===== src/rtl/mac_pkg.sv =====
package mac_pkg;
    typedef enum logic [3:0] {
        OP_HOLD = 4'd0,
        OP_CLR  = 4'd1,
        OP_MPY  = 4'd2,
        OP_MPYN = 4'd3,
        OP_MAC  = 4'd4,
        OP_MSC  = 4'd5,
        OP_SQ   = 4'd6,
        OP_SQAC = 4'd7,
        OP_ADD  = 4'd8,
        OP_SUB  = 4'd9,
        OP_NEG  = 4'd10
    } mac_op_e;
endpackage


===== src/rtl/mac_product.sv =====
module mac_product #(
    parameter int OP_W  = 16,
    parameter int ACC_W = 40
) (
    input  logic [OP_W-1:0]  x,
    input  logic [OP_W-1:0]  y,
    input  logic             frac_mode,
    input  logic             unsigned_mode,
    input  logic             square,
    output logic [ACC_W-1:0] prod
);
    localparam int MW = OP_W + 1;
    localparam int PW = 2 * MW;
    localparam int FB = 2 * OP_W - 1;

    logic signed [MW-1:0] xe, ye, diff, ma, mb;
    logic signed [PW-1:0] full;
    logic [ACC_W-1:0]     ext;
    logic                 corner;

    always_comb begin
        xe   = unsigned_mode ? {1'b0, x} : {x[OP_W-1], x};
        ye   = unsigned_mode ? {1'b0, y} : {y[OP_W-1], y};
        diff = xe - ye;
        ma   = square ? diff : xe;
        mb   = square ? diff : ye;
        full = ma * mb;
        ext  = {{(ACC_W-PW){full[PW-1]}}, full};
        corner = frac_mode && !unsigned_mode && !square &&
                 (x == {1'b1, {(OP_W-1){1'b0}}}) &&
                 (y == {1'b1, {(OP_W-1){1'b0}}});
        if (corner)
            prod = {{(ACC_W-FB){1'b0}}, {FB{1'b1}}};
        else if (frac_mode)
            prod = {ext[ACC_W-2:0], 1'b0};
        else
            prod = ext;
    end
endmodule


===== src/rtl/mac_addsat.sv =====
module mac_addsat #(
    parameter int ACC_W  = 40,
    parameter int SAT_LO = 31
) (
    input  logic [ACC_W-1:0] base,
    input  logic [ACC_W-1:0] addend,
    input  logic             negate,
    input  logic             sat_en,
    input  logic             super_sat,
    output logic [ACC_W-1:0] result,
    output logic             ov_lo,
    output logic             ov_hi
);
    localparam int SW = ACC_W + 2;

    logic signed [SW-1:0] b_w, a_w, sum;
    logic [SW-1:ACC_W-1]  top_hi;
    logic [SW-1:SAT_LO]   top_lo;
    logic                 neg;

    always_comb begin
        b_w    = {{2{base[ACC_W-1]}}, base};
        a_w    = {{2{addend[ACC_W-1]}}, addend};
        sum    = negate ? (b_w - a_w) : (b_w + a_w);
        top_hi = sum[SW-1:ACC_W-1];
        top_lo = sum[SW-1:SAT_LO];
        ov_hi  = !((&top_hi) || !(|top_hi));
        ov_lo  = !((&top_lo) || !(|top_lo));
        neg    = sum[SW-1];
        if (sat_en && super_sat && ov_hi)
            result = neg ? {1'b1, {(ACC_W-1){1'b0}}} : {1'b0, {(ACC_W-1){1'b1}}};
        else if (sat_en && !super_sat && ov_lo)
            result = neg ? {{(ACC_W-SAT_LO){1'b1}}, {SAT_LO{1'b0}}}
                         : {{(ACC_W-SAT_LO){1'b0}}, {SAT_LO{1'b1}}};
        else
            result = sum[ACC_W-1:0];
    end
endmodule


===== src/rtl/mac_store.sv =====
module mac_store #(
    parameter int ACC_W  = 40,
    parameter int OP_W   = 16,
    parameter int SAT_LO = 31
) (
    input  logic [ACC_W-1:0] acc,
    input  logic             convergent,
    input  logic             store_sat,
    output logic [OP_W-1:0]  word
);
    localparam int RP = OP_W;
    localparam int HW = ACC_W - RP + 1;
    localparam int GL = SAT_LO - RP;

    logic          half, rest_nz, inc;
    logic [HW-1:0] r_hi;
    logic [HW-1:GL] guard;
    logic          oflow;

    always_comb begin
        half    = acc[RP-1];
        rest_nz = |acc[RP-2:0];
        inc     = convergent ? (half && (rest_nz || acc[RP])) : half;
        r_hi    = {acc[ACC_W-1], acc[ACC_W-1:RP]} + {{(HW-1){1'b0}}, inc};
        guard   = r_hi[HW-1:GL];
        oflow   = !((&guard) || !(|guard));
        if (store_sat && oflow)
            word = r_hi[HW-1] ? {1'b1, {(OP_W-1){1'b0}}} : {1'b0, {(OP_W-1){1'b1}}};
        else
            word = r_hi[OP_W-1:0];
    end
endmodule


===== src/rtl/dual_acc_mac.sv =====
module dual_acc_mac #(
    parameter int OP_W  = 16,
    parameter int ACC_W = 40
) (
    input  logic             clk,
    input  logic             rst_n,
    input  logic [3:0]       op,
    input  logic             acc_sel,
    input  logic [OP_W-1:0]  x,
    input  logic [OP_W-1:0]  y,
    input  logic             frac_mode,
    input  logic             unsigned_mode,
    input  logic             convergent,
    input  logic             sat_en_a,
    input  logic             sat_en_b,
    input  logic             super_sat,
    input  logic             store_sat,
    input  logic             store_sel,
    input  logic             ovf_clr,
    output logic [ACC_W-1:0] acc_a,
    output logic [ACC_W-1:0] acc_b,
    output logic [3:0]       ovf,
    output logic [OP_W-1:0]  store_word
);
    import mac_pkg::*;

    localparam int N_ACC  = 2;
    localparam int SAT_LO = 2 * OP_W - 1;

    typedef struct packed {
        logic [N_ACC-1:0][ACC_W-1:0] acc;
        logic [2*N_ACC-1:0]          ovf;
    } st_t;

    st_t st_d, st_q;

    mac_op_e          op_e;
    logic             square, write, negate, use_own, use_prod, use_other;
    logic [ACC_W-1:0] prod;
    logic [N_ACC-1:0] sat_vec;
    logic [N_ACC-1:0][ACC_W-1:0] base_w, add_w, res_w;
    logic [N_ACC-1:0] lo_w, hi_w;

    always_comb begin
        op_e      = mac_op_e'(op);
        square    = (op_e == OP_SQ) || (op_e == OP_SQAC);
        write     = 1'b1;
        negate    = 1'b0;
        use_own   = 1'b0;
        use_prod  = 1'b0;
        use_other = 1'b0;
        unique case (op_e)
            OP_CLR:         ;
            OP_MPY, OP_SQ:  use_prod = 1'b1;
            OP_MPYN:        begin use_prod = 1'b1; negate = 1'b1; end
            OP_MAC, OP_SQAC: begin use_own = 1'b1; use_prod = 1'b1; end
            OP_MSC:         begin use_own = 1'b1; use_prod = 1'b1; negate = 1'b1; end
            OP_ADD:         begin use_own = 1'b1; use_other = 1'b1; end
            OP_SUB:         begin use_own = 1'b1; use_other = 1'b1; negate = 1'b1; end
            OP_NEG:         negate = 1'b1;
            default:        write = 1'b0;
        endcase
        sat_vec = {sat_en_b, sat_en_a};
    end

    mac_product #(.OP_W(OP_W), .ACC_W(ACC_W)) u_prod (
        .x(x), .y(y), .frac_mode(frac_mode), .unsigned_mode(unsigned_mode),
        .square(square), .prod(prod)
    );

    for (genvar i = 0; i < N_ACC; i++) begin : g_acc
        localparam int J = N_ACC - 1 - i;
        always_comb begin
            base_w[i] = use_own ? st_q.acc[i] : '0;
            if (use_prod)
                add_w[i] = prod;
            else if (use_other)
                add_w[i] = st_q.acc[J];
            else if (op_e == OP_NEG)
                add_w[i] = st_q.acc[i];
            else
                add_w[i] = '0;
        end
        mac_addsat #(.ACC_W(ACC_W), .SAT_LO(SAT_LO)) u_add (
            .base(base_w[i]), .addend(add_w[i]), .negate(negate),
            .sat_en(sat_vec[i]), .super_sat(super_sat),
            .result(res_w[i]), .ov_lo(lo_w[i]), .ov_hi(hi_w[i])
        );
    end

    always_comb begin
        st_d     = st_q;
        st_d.ovf = ovf_clr ? '0 : st_q.ovf;
        for (int i = 0; i < N_ACC; i++) begin
            if (write && (acc_sel == 1'(i))) begin
                st_d.acc[i]       = res_w[i];
                st_d.ovf[2*i]     = st_d.ovf[2*i] | lo_w[i];
                st_d.ovf[2*i + 1] = st_d.ovf[2*i + 1] | hi_w[i];
            end
        end
    end

    always_ff @(posedge clk) begin
        if (!rst_n) st_q <= '0;
        else        st_q <= st_d;
    end

    mac_store #(.ACC_W(ACC_W), .OP_W(OP_W), .SAT_LO(SAT_LO)) u_store (
        .acc(store_sel ? st_q.acc[1] : st_q.acc[0]),
        .convergent(convergent), .store_sat(store_sat), .word(store_word)
    );

    assign acc_a = st_q.acc[0];
    assign acc_b = st_q.acc[1];
    assign ovf   = st_q.ovf;
endmodule


===== config.mk =====
export PLATFORM = sky130hd
export DESIGN_NAME = dual_acc_mac
export DESIGN_NICKNAME = d
export VERILOG_FILES = /design/src/rtl/mac_pkg.sv /design/src/rtl/mac_product.sv /design/src/rtl/mac_addsat.sv /design/src/rtl/mac_store.sv /design/src/rtl/dual_acc_mac.sv
export SDC_FILE = /design/constraint.sdc
export NUM_CORES = 1
export LEC_CHECK = 0
export ABC_CLOCK_PERIOD_IN_PS = 40600
export BUFFER_PORTS_ARGS = -buffer_cell sky130_fd_sc_hd__clkbuf_2
export CAP_MARGIN = 20
export CORE_ASPECT_RATIO = 1.1
export CORE_MARGIN = 2
export CORE_UTILIZATION = 40
export DETAILED_ROUTE_END_ITERATION = 10
export GPL_ROUTABILITY_DRIVEN = 0
export HOLD_SLACK_MARGIN = 0.1
export SLEW_MARGIN = 20
export SYNTH_ARGS = -nofsm -noshare
export SYNTH_HDL_FRONTEND = slang
export SYNTH_SLANG_ARGS = --single-unit

===== constraint.sdc =====
create_clock -name clk -period 40.6 [get_ports clk]
set_input_delay 4.06 -clock clk [delete_from_list [all_inputs] [get_ports clk]]
set_output_delay 4.06 -clock clk [all_outputs]
set_load 0.02 [all_outputs]

== Word-level counts from Yosys, hierarchy flattened ==
Index checks and enable logic that the tools add are counted.

* Register bits after elaboration: 84
* Output and inout port bits: 100
* Logic and storage cells: 115

* Add/sub/neg operators: 6
* Multiply operators: 1
* Eq/ne operators: 12
* Multiplexer cells: 36
* Bitwise logic cells: 5
* Reductions and logical operators: 52

{| class="wikitable"
|+ Operators by type and width
! operator !! number
|-
| $mux 40 || 18
|-
| $mux 42 || 2
|-
| $add 40x40->41 || 2
|-
| $sub 40x40->41 || 2
|-
| $mux 17 || 4
|-
| $mul 17x17->34 || 1
|-
| $mux 34 || 1
|-
| $eq 16x16->1 const B || 2
|-
| $mux 16 || 2
|-
| $add 24x2->25 || 1
|-
| $reduce_and 11->1 || 2
|-
| $reduce_or 11->1 || 2
|-
| $reduce_or 10->1 || 2
|-
| $sub 17x17->17 || 1
|-
| $eq 4x3->1 const B || 4
|-
| $logic_and 1x1->1 || 16
|-
| $reduce_or 15->1 || 1
|-
| $logic_not 1->1 || 13
|-
| $eq 4x4->1 const B || 3
|-
| $reduce_and 10->1 || 1
|-
| $eq 4x2->1 const B || 2
|-
| $logic_or 1x1->1 || 7
|-
| $mux 1 || 6
|-
| $reduce_and 3->1 || 2
|-
| other kinds (10) || 15
|}

== Depth between registers and ports, before layout ==
* Depth after elaboration: 17
* Mapped depth: 68

== Hierarchy ==
A second synthesis with hierarchy kept.

* Cells, all modules: 3524
* Area, all modules: 27098.5 um^2

{| class="wikitable"
|+ Modules (own cells, without submodules)
! module !! times used !! cells each !! area each (um^2) !! sequential area each (um^2)
|-
| mac_product || 1 || 1499 || 12563.3 || 0.0
|-
| mac_addsat || 2 || 564 || 3902.5 || 0.0
|-
| dual_acc_mac || 1 || 771 || 5745.5 || 1681.6
|-
| mac_store || 1 || 126 || 984.7 || 0.0
|}

== Worst setup path before layout ==
No wires, ideal clock.

* Path kind: input port to flip-flop
* Start: input port x[0]
* End: register st_q (netlist bit acc_a[14])
* Setup time: 0.122 ns
* Arrival: 18.367 ns
* Required time: 40.478 ns
* Slack: 22.111 ns
* Stages: 62
* Path through: inv_1 > ha_1 > fa_1 > nor2b_1 > o21ai_0 > a21boi_0 > o21ai_0 > a21boi_0 > o2111ai_1 > a31oi_1 > a221oi_1 > o21ai_1 > xnor2_1 > a21boi_0 > or2_2 > clkbuf_1 > nand2_1 > fa_1 > [26 not listed] > or3_1 > o22ai_1 > nor3b_1 > a211o_1 > o311ai_0 > nor2b_1 > a221oi_1 > and2_2 > ha_1 > nand2_1 > or4_1 > or4b_1 > and4b_1 > or2_1 > buf_2 > nor3b_4 > buf_6 > a221o_1

* Word-level cells in the longest chain between the ends: 16

{| class="wikitable"
|+ Ends and longest elaborated chain
! element !! RTL line !! text
|-
| start, declared || dual_acc_mac.sv:9 || <nowiki>input logic [OP_W-1:0] x,</nowiki>
|-
| $mux 17 || mac_product.sv:22 || <nowiki>xe = unsigned_mode ? {1'b0, x} : {x[OP_W-1], x};</nowiki>
|-
| $sub 17x17->17 || mac_product.sv:24 || <nowiki>diff = xe - ye;</nowiki>
|-
| $mux 17, on equally long branches || mac_product.sv:25, mac_product.sv:26 ||
|-
| $mul 17x17->34 || mac_product.sv:27 || <nowiki>full = ma * mb;</nowiki>
|-
| $mux 34 || mac_product.sv:34 || <nowiki>else if (frac_mode)</nowiki>
|-
| $mux 40 * || mac_product.sv:32 || <nowiki>if (corner)</nowiki>
|-
| $mux 40 * || dual_acc_mac.sv:75 || <nowiki>if (use_prod)</nowiki>
|-
| $add 40x40->41 or $sub 40x40->41 (tied branches) || mac_addsat.sv:24 || <nowiki>sum = negate ? (b_w - a_w) : (b_w + a_w);</nowiki>
|-
| $mux 42 * || mac_addsat.sv:24 ||
|-
| $reduce_or 11->1 || mac_addsat.sv:28 || <nowiki>ov_lo = !((&top_lo) || !(|top_lo));</nowiki>
|-
| $logic_not 1->1 || mac_addsat.sv:28 ||
|-
| $logic_or 1x1->1 || mac_addsat.sv:28 ||
|-
| $logic_not 1->1 || mac_addsat.sv:28 ||
|-
| $logic_and 1x1->1 || mac_addsat.sv:32 || <nowiki>else if (sat_en && !super_sat && ov_lo)</nowiki>
|-
| $mux 40 || mac_addsat.sv:32 ||
|-
| $mux 40 * || mac_addsat.sv:30 || <nowiki>if (sat_en && super_sat && ov_hi)</nowiki>
|-
| end signal, assigned || dual_acc_mac.sv:105 || <nowiki>else st_q <= st_d;</nowiki>
|-
| end, declared || dual_acc_mac.sv:35 || <nowiki>st_t st_d, st_q;</nowiki>
|}

Mark *: on every way between the ends. The rest lies on a longest branch, timed or not.
A chain may end at the register's enable or synchronous reset.

== Final worst setup path ==
* Start: input port x[0]
* End: register st_q (netlist bit acc_a[16])

The elaborated chain is that of the path after synthesis.

==> flow_results.org <==
** Global route
- Entering global routing, the biggest net connects 81 pins.
- Global-route wire length before repair :: 145 mm
- Summed over all layers, the global routing overflow is 0.
- Number of antenna violations at the first check in global routing :: 3
- Number of global-route vias before repair :: 25.0k
- In the global route stage, overall resource usage came out at 27.6%.

** Placement
- Number of cells in the design after placement :: 4286
- After legalization and detailed placement, the total HPWL measured 74.8 mm.
- Number of port buffers :: 147

** Synth
- EDFF count, synth :: 0
- Register bit total from synthesis :: 84
- Averaged over all synthesized cells, the footprint is 7.63 sq um.
- Prevailing post-synth register cell :: sky130_fd_sc_hd__dfxtp_1
- The mapped netlist covers 26000 sq um.
- Share of the yosys chip area belonging to registers :: 6.46%
- Count of mapped cells out of synthesis :: 3412
- Warning count from the yosys run :: 0
- The netlist uses 100 different library cells.
- When the netlist entered floorplanning its net count stood at 3949.
- Async set-reset flop share out of synthesis :: 0%

** STA
- The max-slew violation count came to 0.
- Period Utilization, post-route :: 50.3%
- For the final routed database, the setup TNS stands at 0 ps.
- Counting I/O delays and the setup requirement, the final critical path takes 20410 ps.
- For the pin with the worst max-slew slack, the measured transition is 1110 ps.
- Maximum frequency from static timing analysis :: 49.0 MHz
- RSZ-0062 raised after global routing :: false
- The worst pin sits at a relative slew slack of 25.8%.
- Number of setup violations in the final report :: 0
- The final hold violation count came to 0.
- Clock skew after layout :: 9.42 ps

** Run
- Across the run, the number of max-cap violations was 0.

** Setup path
- Worst Setup Start Kind :: primary input
- Worst r2r dst :: acc_a[16]$_SDFFE_PN0P_
- For the worst setup path, the data required time is 40850 ps.
- Broken down by cell family, the worst path's largest delay share belongs to simple AND/OR/NAND/NOR gates.
- CP endpoint kind :: flip-flop
- Number of buffers and inverters on the critical path :: 7
- R2r setup slk :: 31170 ps
- Highest fanout seen on the critical path :: 16
- The largest single stage delay on the critical path is 610 ps.
- The slowest stage of the critical path is the sky130_fd_sc_hd__a311oi_1 cell.
- For the worst flop-to-flop path, the logic depth is 32.
- The most numerous cell type found on the critical path is sky130_fd_sc_hd__fa_1.
- The startpoint identified for the worst register-to-register timing path is acc_b[5]$_SDFFE_PN0P_.
- Counting buffers and inverters, the worst setup path is 60 cells deep.
- Crit path from :: x[0]
- Data arrives at the worst endpoint at 20660 ps.
- Critical Setup Path Class :: primary input to flip-flop
- CP endpoint :: acc_a[16]$_SDFFE_PN0P_

** Drt
- Wires add up to 91.7 mm.
- In the routed design, unresolved DRC markers number 0.
- Wire length per cell after detailed routing :: 21.3 um
- DRC violation total after the first TritonRoute iteration :: 2149
- Across all layers, the routed design uses 25.4k vias.
- First drt pass iteration count :: 7
- In the routed layout, each cell is associated on average with a via count of 5.90.
- In this run the remaining antenna-violating nets after routing total 0.

** Floorplan
- During I/O placement, the number of pins put on the boundary was 148.
- From bottom edge to top edge, the die measures 272 um.
- Area of the die :: 67100 sq um
- For this configuration, the core starts out at a cell density of 40.2%.
- Die extent in x :: 247 um
- The initialized floorplan defines 98 standard-cell rows.
- Core footprint :: 64700 sq um

** CTS
- Count of buffers added by post-CTS timing repair for setup :: 0
- TritonCTS built the clock tree.
- For the worst-skew pair, the clock arrives at the later sink with an insertion delay of 380 ps.
- The tree is rooted in a sky130_fd_sc_hd__clkbuf_16.
- Max Root-Sink Buffers :: 2
- Hold repair after CTS inserted 0 buffers.
- Count of clock tree sinks :: 84
- Cts bufs inserted :: 9
- CTS built an H-tree with a depth of 3.
- Post-CTS resize count :: 0
- After clock tree synthesis, the clock-pin slew on the worst setup and hold paths is 70 ps.

** Worst hold path
- The min-delay analysis places its worst path in the category flip-flop to flip-flop.

** Finish
- The net count of the finished layout is 3985.
- Fraction of layout instances using a drive strength above 1 :: 7.99%
- Final non-filler cell total :: 4305
- Measured on the finished design, the core utilization comes to 43.0%.
- From synthesis to final layout, the design area changed by 6.87%.
- After filler insertion, the fill cell instance count of the layout stands at 6726.

** Outcome
- Outcome :: complete, no violations
synth_stat cells (30+ instances only):
library cell	n	share of area [%]
sky130_fd_sc_hd__o21ai_0	169	3.2
sky130_fd_sc_hd__nand4_1	32	0.77
sky130_fd_sc_hd__nor3_1	58	1.1
sky130_fd_sc_hd__xnor2_1	108	3.6
sky130_fd_sc_hd__nand2b_1	30	0.72
sky130_fd_sc_hd__dfxtp_1	84	6.5
sky130_fd_sc_hd__inv_1	382	5.5
sky130_fd_sc_hd__a31oi_1	34	0.82
sky130_fd_sc_hd__buf_2	35	0.67
sky130_fd_sc_hd__a21o_1	71	2.0
sky130_fd_sc_hd__nand2_1	331	4.8
sky130_fd_sc_hd__a21oi_1	218	4.2
sky130_fd_sc_hd__nand3_1	71	1.4
sky130_fd_sc_hd__mux2i_1	40	1.5
sky130_fd_sc_hd__a211oi_1	42	1.2
sky130_fd_sc_hd__clkbuf_1	101	1.5
sky130_fd_sc_hd__and2_1	113	2.7
sky130_fd_sc_hd__fa_1	300	23
sky130_fd_sc_hd__o21a_1	34	0.98
sky130_fd_sc_hd__a221o_1	37	1.4
sky130_fd_sc_hd__ha_1	189	9.1
sky130_fd_sc_hd__xor2_1	79	2.7
sky130_fd_sc_hd__a22oi_1	49	1.4
sky130_fd_sc_hd__nor2_1	327	4.7
worst reg2reg max path, delay by kind of cell (launching register included):
kind | cells | cell delay (ps)
flip-flops | 1 | 500
AO/OA/AOI/OAI | 7 | 1470
adder cells (fa/ha/maj) | 2 | 460
buffers and inverters | 1 | 190
AND/OR/NAND/NOR | 22 | 6700
placed cells by master, fill, tap and decap left out, types with 26 or more instances in the layout:
cell type and instances:
sky130_fd_sc_hd__inv_1 382, sky130_fd_sc_hd__nand2_1 331, sky130_fd_sc_hd__nor2_1 323, sky130_fd_sc_hd__fa_1 300, sky130_fd_sc_hd__a21oi_1 217, sky130_fd_sc_hd__ha_1 189
sky130_fd_sc_hd__o21ai_0 167, sky130_fd_sc_hd__clkbuf_2 147, sky130_fd_sc_hd__and2_1 112, sky130_fd_sc_hd__xnor2_1 108, sky130_fd_sc_hd__dfxtp_1 84, sky130_fd_sc_hd__xor2_1 79
sky130_fd_sc_hd__a21o_1 71, sky130_fd_sc_hd__nand3_1 71, sky130_fd_sc_hd__nor3_1 58, sky130_fd_sc_hd__a22oi_1 49, sky130_fd_sc_hd__a211oi_1 42, sky130_fd_sc_hd__mux2i_1 40
sky130_fd_sc_hd__buf_4 40, sky130_fd_sc_hd__a221o_1 37, sky130_fd_sc_hd__a31oi_1 34, sky130_fd_sc_hd__o21a_1 34, sky130_fd_sc_hd__nand4_1 32, sky130_fd_sc_hd__nand2b_1 30
sky130_fd_sc_hd__or3_1 28, sky130_fd_sc_hd__and3_1 28, sky130_fd_sc_hd__nor2b_1 26, sky130_fd_sc_hd__o31ai_1 26, sky130_fd_sc_hd__nor4_1 26
metrics by stage:
step                cell area (sq um)  setup slack [ps]  hold WS, ps
global placement                27500             20290          478
detailed placement              27500             20120          492
global route                    27800             19020          554
floorplan                       26000             22110          574
CTS                             27800             20430          507
finish                          27800             20190          499
layer usage:
| layer | wire length, um | part of all wire (%) | track usage, % |
|---|---|---|---|
| met1 | 37000 | 40 | 35.3 |
| met2 | 42200 | 46 | 44.9 |
| met3 | 6870 | 7.5 | 3.58 |
| met4 | 5700 | 6.2 | 14.9 |
| met5 | 7 | 0.0076 | 0 |
flip-flops by register name, summed over array words and instances (netlist names):
signal  count
acc_b      40
ovf         4
acc_a      40
cells by family after synthesis:
| group | share of synthesized area (%) |
|---|---|
| buf+inv | 8.16 |
| mux | 2.02 |
| flops | 6.46 |
| simple gates | 21.5 |
| xor+xnor | 6.29 |
| compound gates | 23.4 |
| fa+ha+maj | 32.2 |
area by class of cell:
type,instances,area [sq um],area share (%)
Sequential cell,84,1680,6.04
Multi-Input combinational cell,2781,22300,80.1
Timing Repair Buffer,188,1050,3.76
Antenna cell,2,5.00,0.0180
Clock inverter,4,47.5,0.171
Clock buffer,12,256,0.922
Tap cell,850,1060,3.82
Inverter,384,1440,5.18
worst min path at each step:
| stage | start | end | slack [ps] | cells past startpoint |
|---|---|---|---|---|
| after global routing | ovf[2]$_SDFF_PN0_ | ovf[2]$_SDFF_PN0_ | 550 | 2 |
| after CTS | ovf[2]$_SDFF_PN0_ | ovf[2]$_SDFF_PN0_ | 510 | 2 |
| after global placement | ovf[2]$_SDFF_PN0_ | ovf[2]$_SDFF_PN0_ | 480 | 2 |
| final | ovf[2]$_SDFF_PN0_ | ovf[2]$_SDFF_PN0_ | 500 | 2 |
| after floorplan | acc_b[6]$_SDFFE_PN0P_ | acc_b[6]$_SDFFE_PN0P_ | 570 | 2 |
| after detailed placement | ovf[2]$_SDFF_PN0_ | ovf[2]$_SDFF_PN0_ | 490 | 2 |
Power is left out: the tool's default activity adds up to more than one toggle a clock period on the data nets, which glitch-free logic cannot reach.
